### src/rtl/udc_pkg.sv
// Shared types for the up/down counter chain.
// Assumes: nothing beyond IEEE 1800-2017.
package udc_pkg;
    // Direction encoding on the up_dn pin.
    typedef enum logic {
        CNT_DOWN = 1'b0,
        CNT_UP   = 1'b1
    } cnt_dir_e;

    // Default width of one stage.
    localparam int unsigned STAGE_W_DEF = 4;
endpackage

### src/rtl/udc_next.sv
// Next stored value of one stage.
// Clear beats load, load beats counting, and counting needs an active-low enable.
// Assumes: cur already reflects any clear or load bypass.
module udc_next
    import udc_pkg::*;
#(
    parameter int unsigned W = STAGE_W_DEF
) (
    input  logic [W-1:0] cur,
    input  logic         up_dn,
    input  logic         cin_n,
    input  logic         load,
    input  logic         clr,
    input  logic [W-1:0] preset,
    output logic [W-1:0] nxt
);
    localparam logic [W-1:0] ONE = W'(1);

    // Select the value to store on the next edge.
    always_comb begin
        if (clr) begin
            nxt = '0;
        end else if (load) begin
            nxt = preset;
        end else if (!cin_n) begin
            nxt = (cnt_dir_e'(up_dn) == CNT_UP) ? cur + ONE : cur - ONE;
        end else begin
            nxt = cur;
        end
    end
endmodule

### src/rtl/udc_carry.sv
// Active-low carry-out of one stage, decoded from the visible count.
// Assumes: called with the bypassed count, so a load or clear shows at once.
module udc_carry
    import udc_pkg::*;
#(
    parameter int unsigned W = STAGE_W_DEF
) (
    input  logic [W-1:0] cur,
    input  logic         up_dn,
    input  logic         cin_n,
    output logic         cout_n
);
    logic at_top;
    logic at_bottom;

    // Detect the two terminal values.
    always_comb begin
        at_top    = &cur;
        at_bottom = ~|cur;
    end

    // Choose the terminal for the current direction, gated by carry-in.
    always_comb begin
        if (cin_n) begin
            cout_n = 1'b1;
        end else if (cnt_dir_e'(up_dn) == CNT_UP) begin
            cout_n = ~at_top;
        end else begin
            cout_n = ~at_bottom;
        end
    end
endmodule

### src/rtl/udc_stage.sv
// One counter stage: a register, the clear/load bypass onto the output,
// next-state logic and the carry decoder.
// Assumes: clr, load and preset come from synchronous logic in the clk domain.
// The bypass makes them visible within the cycle, and the register takes
// them on the next edge.
module udc_stage
    import udc_pkg::*;
#(
    parameter int unsigned W = STAGE_W_DEF
) (
    input  logic         clk,
    input  logic         rst_n,
    input  logic         up_dn,
    input  logic         cin_n,
    input  logic         load,
    input  logic         clr,
    input  logic [W-1:0] preset,
    output logic [W-1:0] count,
    output logic         cout_n
);
    localparam logic [W-1:0] ONE = W'(1);

    logic [W-1:0] state_q;
    logic [W-1:0] state_d;

    // Visible count: clear first, then load, else the stored value.
    always_comb begin
        if (clr) begin
            count = '0;
        end else if (load) begin
            count = preset;
        end else begin
            count = state_q;
        end
    end

    udc_next #(.W(W)) u_next (
        .cur    (count),
        .up_dn  (up_dn),
        .cin_n  (cin_n),
        .load   (load),
        .clr    (clr),
        .preset (preset),
        .nxt    (state_d)
    );

    udc_carry #(.W(W)) u_carry (
        .cur    (count),
        .up_dn  (up_dn),
        .cin_n  (cin_n),
        .cout_n (cout_n)
    );

    // Storage with synchronous active-low reset.
    always_ff @(posedge clk) begin
        if (!rst_n) begin
            state_q <= '0;
        end else begin
            state_q <= state_d;
        end
    end

    AST_STEP_UP: assert property (@(posedge clk) disable iff (!rst_n)
        ($past(rst_n && !clr && !load && !cin_n && up_dn) && !clr && !load)
        |-> count == $past(count) + ONE);

    AST_STEP_DOWN: assert property (@(posedge clk) disable iff (!rst_n)
        ($past(rst_n && !clr && !load && !cin_n && !up_dn) && !clr && !load)
        |-> count == $past(count) - ONE);

    AST_HOLD_DISABLED: assert property (@(posedge clk) disable iff (!rst_n)
        ($past(rst_n && !clr && !load && cin_n) && !clr && !load)
        |-> $stable(count));

    AST_CLEAR_STICKS: assert property (@(posedge clk) disable iff (!rst_n)
        ($past(rst_n && clr) && !clr && !load)
        |-> count == '0);

    AST_LOAD_STICKS: assert property (@(posedge clk) disable iff (!rst_n)
        ($past(rst_n && load && !clr) && !clr && !load)
        |-> count == $past(preset));

    AST_COUT_UP_TERM: assert property (@(posedge clk) disable iff (!rst_n)
        (!cout_n && up_dn) |-> (!cin_n && (&count)));

    AST_COUT_DOWN_TERM: assert property (@(posedge clk) disable iff (!rst_n)
        (!cout_n && !up_dn) |-> (!cin_n && !(|count)));
endmodule

### src/rtl/udc_chain.sv
// Top: NUM_STAGES identical stages on one clock. Each carry-out feeds
// the carry-in of the stage above. The carry path is combinational, so
// it settles across the whole chain within one clock period.
// Assumes: NUM_STAGES >= 1.
module udc_chain
    import udc_pkg::*;
#(
    parameter int unsigned STAGE_W    = STAGE_W_DEF,
    parameter int unsigned NUM_STAGES = 2
) (
    input  logic                          clk,
    input  logic                          rst_n,
    input  logic                          up_dn,
    input  logic                          cin_n,
    input  logic                          load,
    input  logic                          clr,
    input  logic [STAGE_W*NUM_STAGES-1:0] preset,
    output logic [STAGE_W*NUM_STAGES-1:0] count,
    output logic                          cout_n
);
    localparam int unsigned TOTAL_W = STAGE_W * NUM_STAGES;

    logic [NUM_STAGES:0] carry_n;

    // Feed the external enable into the bottom of the carry ripple.
    always_comb carry_n[0] = cin_n;

    // Build the stages and link each carry-out to the next carry-in.
    for (genvar i = 0; i < NUM_STAGES; i++) begin : g_stage
        udc_stage #(.W(STAGE_W)) u_stage (
            .clk    (clk),
            .rst_n  (rst_n),
            .up_dn  (up_dn),
            .cin_n  (carry_n[i]),
            .load   (load),
            .clr    (clr),
            .preset (preset[i*STAGE_W +: STAGE_W]),
            .count  (count[i*STAGE_W +: STAGE_W]),
            .cout_n (carry_n[i+1])
        );

        if (i > 0) begin : g_link_chk
            AST_UPPER_WAITS_CARRY: assert property (@(posedge clk) disable iff (!rst_n)
                ($past(rst_n && !clr && !load && carry_n[i]) && !clr && !load)
                |-> $stable(count[i*STAGE_W +: STAGE_W]));
        end
    end

    // The top stage's carry-out is the chain's terminal flag.
    always_comb cout_n = carry_n[NUM_STAGES];

    AST_TOP_COUT_UP: assert property (@(posedge clk) disable iff (!rst_n)
        (!cout_n && up_dn) |-> (count == {TOTAL_W{1'b1}}));
endmodule

### config.mk
export PLATFORM = sky130hd
export DESIGN_NAME = udc_chain
export DESIGN_NICKNAME = d
export VERILOG_FILES = /design/src/rtl/udc_pkg.sv /design/src/rtl/udc_next.sv /design/src/rtl/udc_carry.sv /design/src/rtl/udc_stage.sv /design/src/rtl/udc_chain.sv
export SDC_FILE = /design/constraint.sdc
export NUM_CORES = 1
export LEC_CHECK = 0
export BUFFER_PORTS_ARGS = -buffer_cell sky130_fd_sc_hd__buf_4
export CORE_ASPECT_RATIO = 0.9
export CORE_MARGIN = 10
export CORE_UTILIZATION = 50
export CTS_BUF_LIST = sky130_fd_sc_hd__clkbuf_4 sky130_fd_sc_hd__clkbuf_8
export CTS_CLUSTER_DIAMETER = 80
export DETAILED_ROUTE_END_ITERATION = 12
export PLACE_DENSITY = 0.77
export SETUP_SLACK_MARGIN = 0.5
export SYNTH_ARGS = -nofsm -noshare
export SYNTH_HDL_FRONTEND = slang
export SYNTH_HIERARCHICAL = 1
export SYNTH_SLANG_ARGS = --single-unit
### constraint.sdc
create_clock -name clk -period 7.7 [get_ports clk]
set_clock_uncertainty 0.05 [all_clocks]
set_input_delay 2.31 -clock clk [delete_from_list [all_inputs] [get_ports clk]]
set_output_delay 2.31 -clock clk [all_outputs]
set_load 0.005 [all_outputs]
==> results_dict.tcl <==
set metrics [dict create \
    post_cts_buffers 0 \
    synth_ff_type "dfxtp_1" \
    hold_violations 0 \
    gp_congestion 0.819 \
    vdd_drop_max_mv 0.0529 \
    cts_tree "yes" \
    synthTopCellsByArea "dfxtp_1 (19%), mux2i_1 (14%), nor2_1 (8.9%)" \
    yosys-top-cells-count "nor2_1 (20), mux2i_1 (12), and2_1 (8), dfxtp_1 (8), inv_1 (8)" \
    status "complete, no violations" \
    clk_latency_ns 0.25 \
    netlist_area_um2 846 \
    synth_edf_count 0 \
    regMostFlops "g_stage.u_stage/state_q" \
    tns_ns 0 \
    r2r_cells 9 \
    crit_slowest_cell "a22oi_1" \
    vias_per_cell 5.17 \
    synth_compound_area_share_pct 10.7 \
    die_h_um 59.0 \
    timing.hold.ws_ns 0.960 \
    timing.final.ws_setup_ns 1.20 \
    async_reset_ff_share_pct 0 \
    drt_iter0_drc 24 \
    dp_hpwl_mm 1.53 \
    final_core_util_pct 61.4 \
    io_pins 23 \
    seq_power_share_pct 37.2 \
    fmaxAchievable_ghz 0.154 \
    dieArea_mm2 0.00374 \
    hp-class "flip-flop to flip-flop" \
    timing.max_cap.violations 0 \
    finalSetupViolCount 0 \
    synth_top_area_cell "dfxtp_1" \
    critPathTopFamily "compound AO/OA/AOI/OAI gates" \
    cts_buffers 3 \
    synthAdderAreaFrac_pct 10.7 \
    ys_seq_area_share_pct 18.9 \
    rrSetupSlack_ns 5.20 \
    synth_top_family_by_area "simple AND/OR/NAND/NOR gates" \
    overflow 0 \
    finalNonFillerCells 151 \
    cts_hold_buf 0 \
    max-slew-margin-rel_pct 57.2 \
    synthCells 106 \
    cp_max_fo 22 \
    yosysMostFrequentCell "nor2_1" \
    finalWirelength_mm 1.99 \
    fp.dieW_um 63.4 \
    finalPower_mw 0.119 \
    first_pass_iters 4 \
    cp.arrival_ns 4.14 \
    criticalPathCategory "primary input to primary output" \
    gr-usage-met3_pct 1.89 \
    synthMuxAreaShare_pct 14.2 \
    use_met1_pct 13.9 \
    cts_root_buf "clkbuf_4" \
    grt_pass1_wl_mm 3.35 \
    initial_core_util_pct 51.9 \
    antenna_found_initial 0 \
    largest_reg_flops 8 \
    placed_area_um2 978 \
    p_sw_share_pct 31.5 \
    grt_pass1_vias 739 \
    cts.path.max_buffers 2 \
    fin_area_mm2 0.00100 \
    pwr-share-clk_pct 27.6 \
    synth_xor_area_share_pct 4.14 \
    p_leak_nw 0.477 \
    ctsHtreeMaxLevel 1 \
    synth_nets 126 \
    yosysWarningCount 6 \
    drt-wirelength-per-cell_um 13.2 \
    final_nets 149 \
    grt_start_max_net_pins 23 \
    layout-drive-gt1-share_pct 21.3 \
    p_int_mw 0.0812 \
    tightestPinTransition_ns 0.643 \
    hp-start "g_stage[1].u_stage/state_q[3]" \
    syn_to_final_growth_pct 18.3 \
    reg2reg_to "g_stage[1].u_stage/state_q[3]" \
    grt_use_total_pct 10.7 \
    grt_busiest_layer "met2" \
    crit_buf_inv 2 \
    cp_cell_sequence "buf_4, mux2i_1, nor2_1, nor4_2, a22oi_1, nor2_1, a22oi_1, buf_4" \
    worst_setup_path_end_kind "primary output" \
    grt_setup_unrepaired "no" \
    comb_power_share_pct 35.2 \
    required_ns 5.34 \
    ant_nets 0 \
    fillerInstances 146 \
    period_minus_slack_ns 6.50 \
    synth_seq_cells 8 \
    synthDistinctLibCells 21 \
    drc_errors 0 \
    avgSynthCellArea_um2 7.98 \
    path_clk_slew_ns 0.06 \
    min_delay_path_depth 6 \
    max_stage_delay_ns 0.55 \
    pwr_density_cell_mw_per_mm2 118 \
    core_area_mm2 0.00163 \
    cp-start-kind "primary input" \
    synthSimpleGateAreaFrac_pct 30.5 \
    dp_cells 148 \
    core.rowCount 14 \
    cts.sinks 8 \
    use_met2_pct 16.9 \
    netSwitchingPower_mw 0.0373 \
    num_antenna_cells 0 \
    vias 781 \
    portBuffers 22 \
    slew_viol_final 0 \
    whs_endpoint "g_stage[1].u_stage/state_q[3]" \
    top_regs "g_stage.u_stage/state_q x8" \
    dp_slack_ns 1.23 \
    cts.repair.resized 0 \
    layout_worst_path_cycle_share_pct 84.4 \
    yosysTopAreaCellShare_pct 18.9 \
    reg2reg_from "g_stage[0].u_stage/state_q[0]" \
]
-- how the worst max path moves through the flow --
stage / startpoint / end / slack, ns / depth (start not counted)
finish: load / cout_n / 1.20 / 8
global route: load / cout_n / 0.97 / 8
CTS: load / cout_n / 1.23 / 8
detailed placement: load / cout_n / 1.23 / 8
global placement: load / cout_n / 1.32 / 8
floorplan: load / cout_n / 1.67 / 7
-- logic make-up (layout without fill, tap and decap cells) --
family	after synthesis	in the layout
xor+xnor	4	4
fa+ha+maj	6	6
compound gates	16	16
flops	8	8
buf+inv	12	33
simple gates	48	48
mux	12	12
-- layout by cell type (no fill, tap or decap), types with 3 or more instances in the layout --
cell type and n:
and2_1 8, inv_1 8, nand2_1 4, ha_1 4
dfxtp_1 8, xor2_1 4, mux2i_1 12, nor2_1 20
clkbuf_4 3, nor2b_1 4, a21oi_1 6, buf_4 22
o21ai_0 6, and3_1 4
-- cell type report --
cell class	count	area (um^2)	area share [%]
Clock buffer	3	22.5	2.25
Inverter	8	30.0	3.00
Multi-Input combinational cell	86	593	59.3
Sequential cell	8	160	16.0
Timing Repair Buffer	22	165	16.5
Tap cell	24	30.0	3.00
-- layer usage --
metal | wire [um] | part of all wire (%)
met5 | 0 | 0
met4 | 8 | 0.40
met3 | 84 | 4.2
met2 | 925 | 46
met1 | 974 | 49
-- power by group through the flow --
stage	Combinational [mW]	Clock, mW	Sequential (mW)
after global placement	0.0402	0	0.0450
after detailed placement	0.0416	0	0.0449
after global routing	0.0470	0.0350	0.0442
after floorplan	0.0278	0	0.0447
final	0.0418	0.0327	0.0440
after CTS	0.0415	0.0334	0.0441
-- worst register-to-register path: cells and delay by family, from the launching register on --
family / cells / cell delay [ns]
and+or+nand+nor: 7 / 1.41
AOI/OAI and AO/OA: 1 / 0.55
DFF: 1 / 0.32
muxes: 1 / 0.07
No activity file was read; power rests on OpenSTA's default activity.
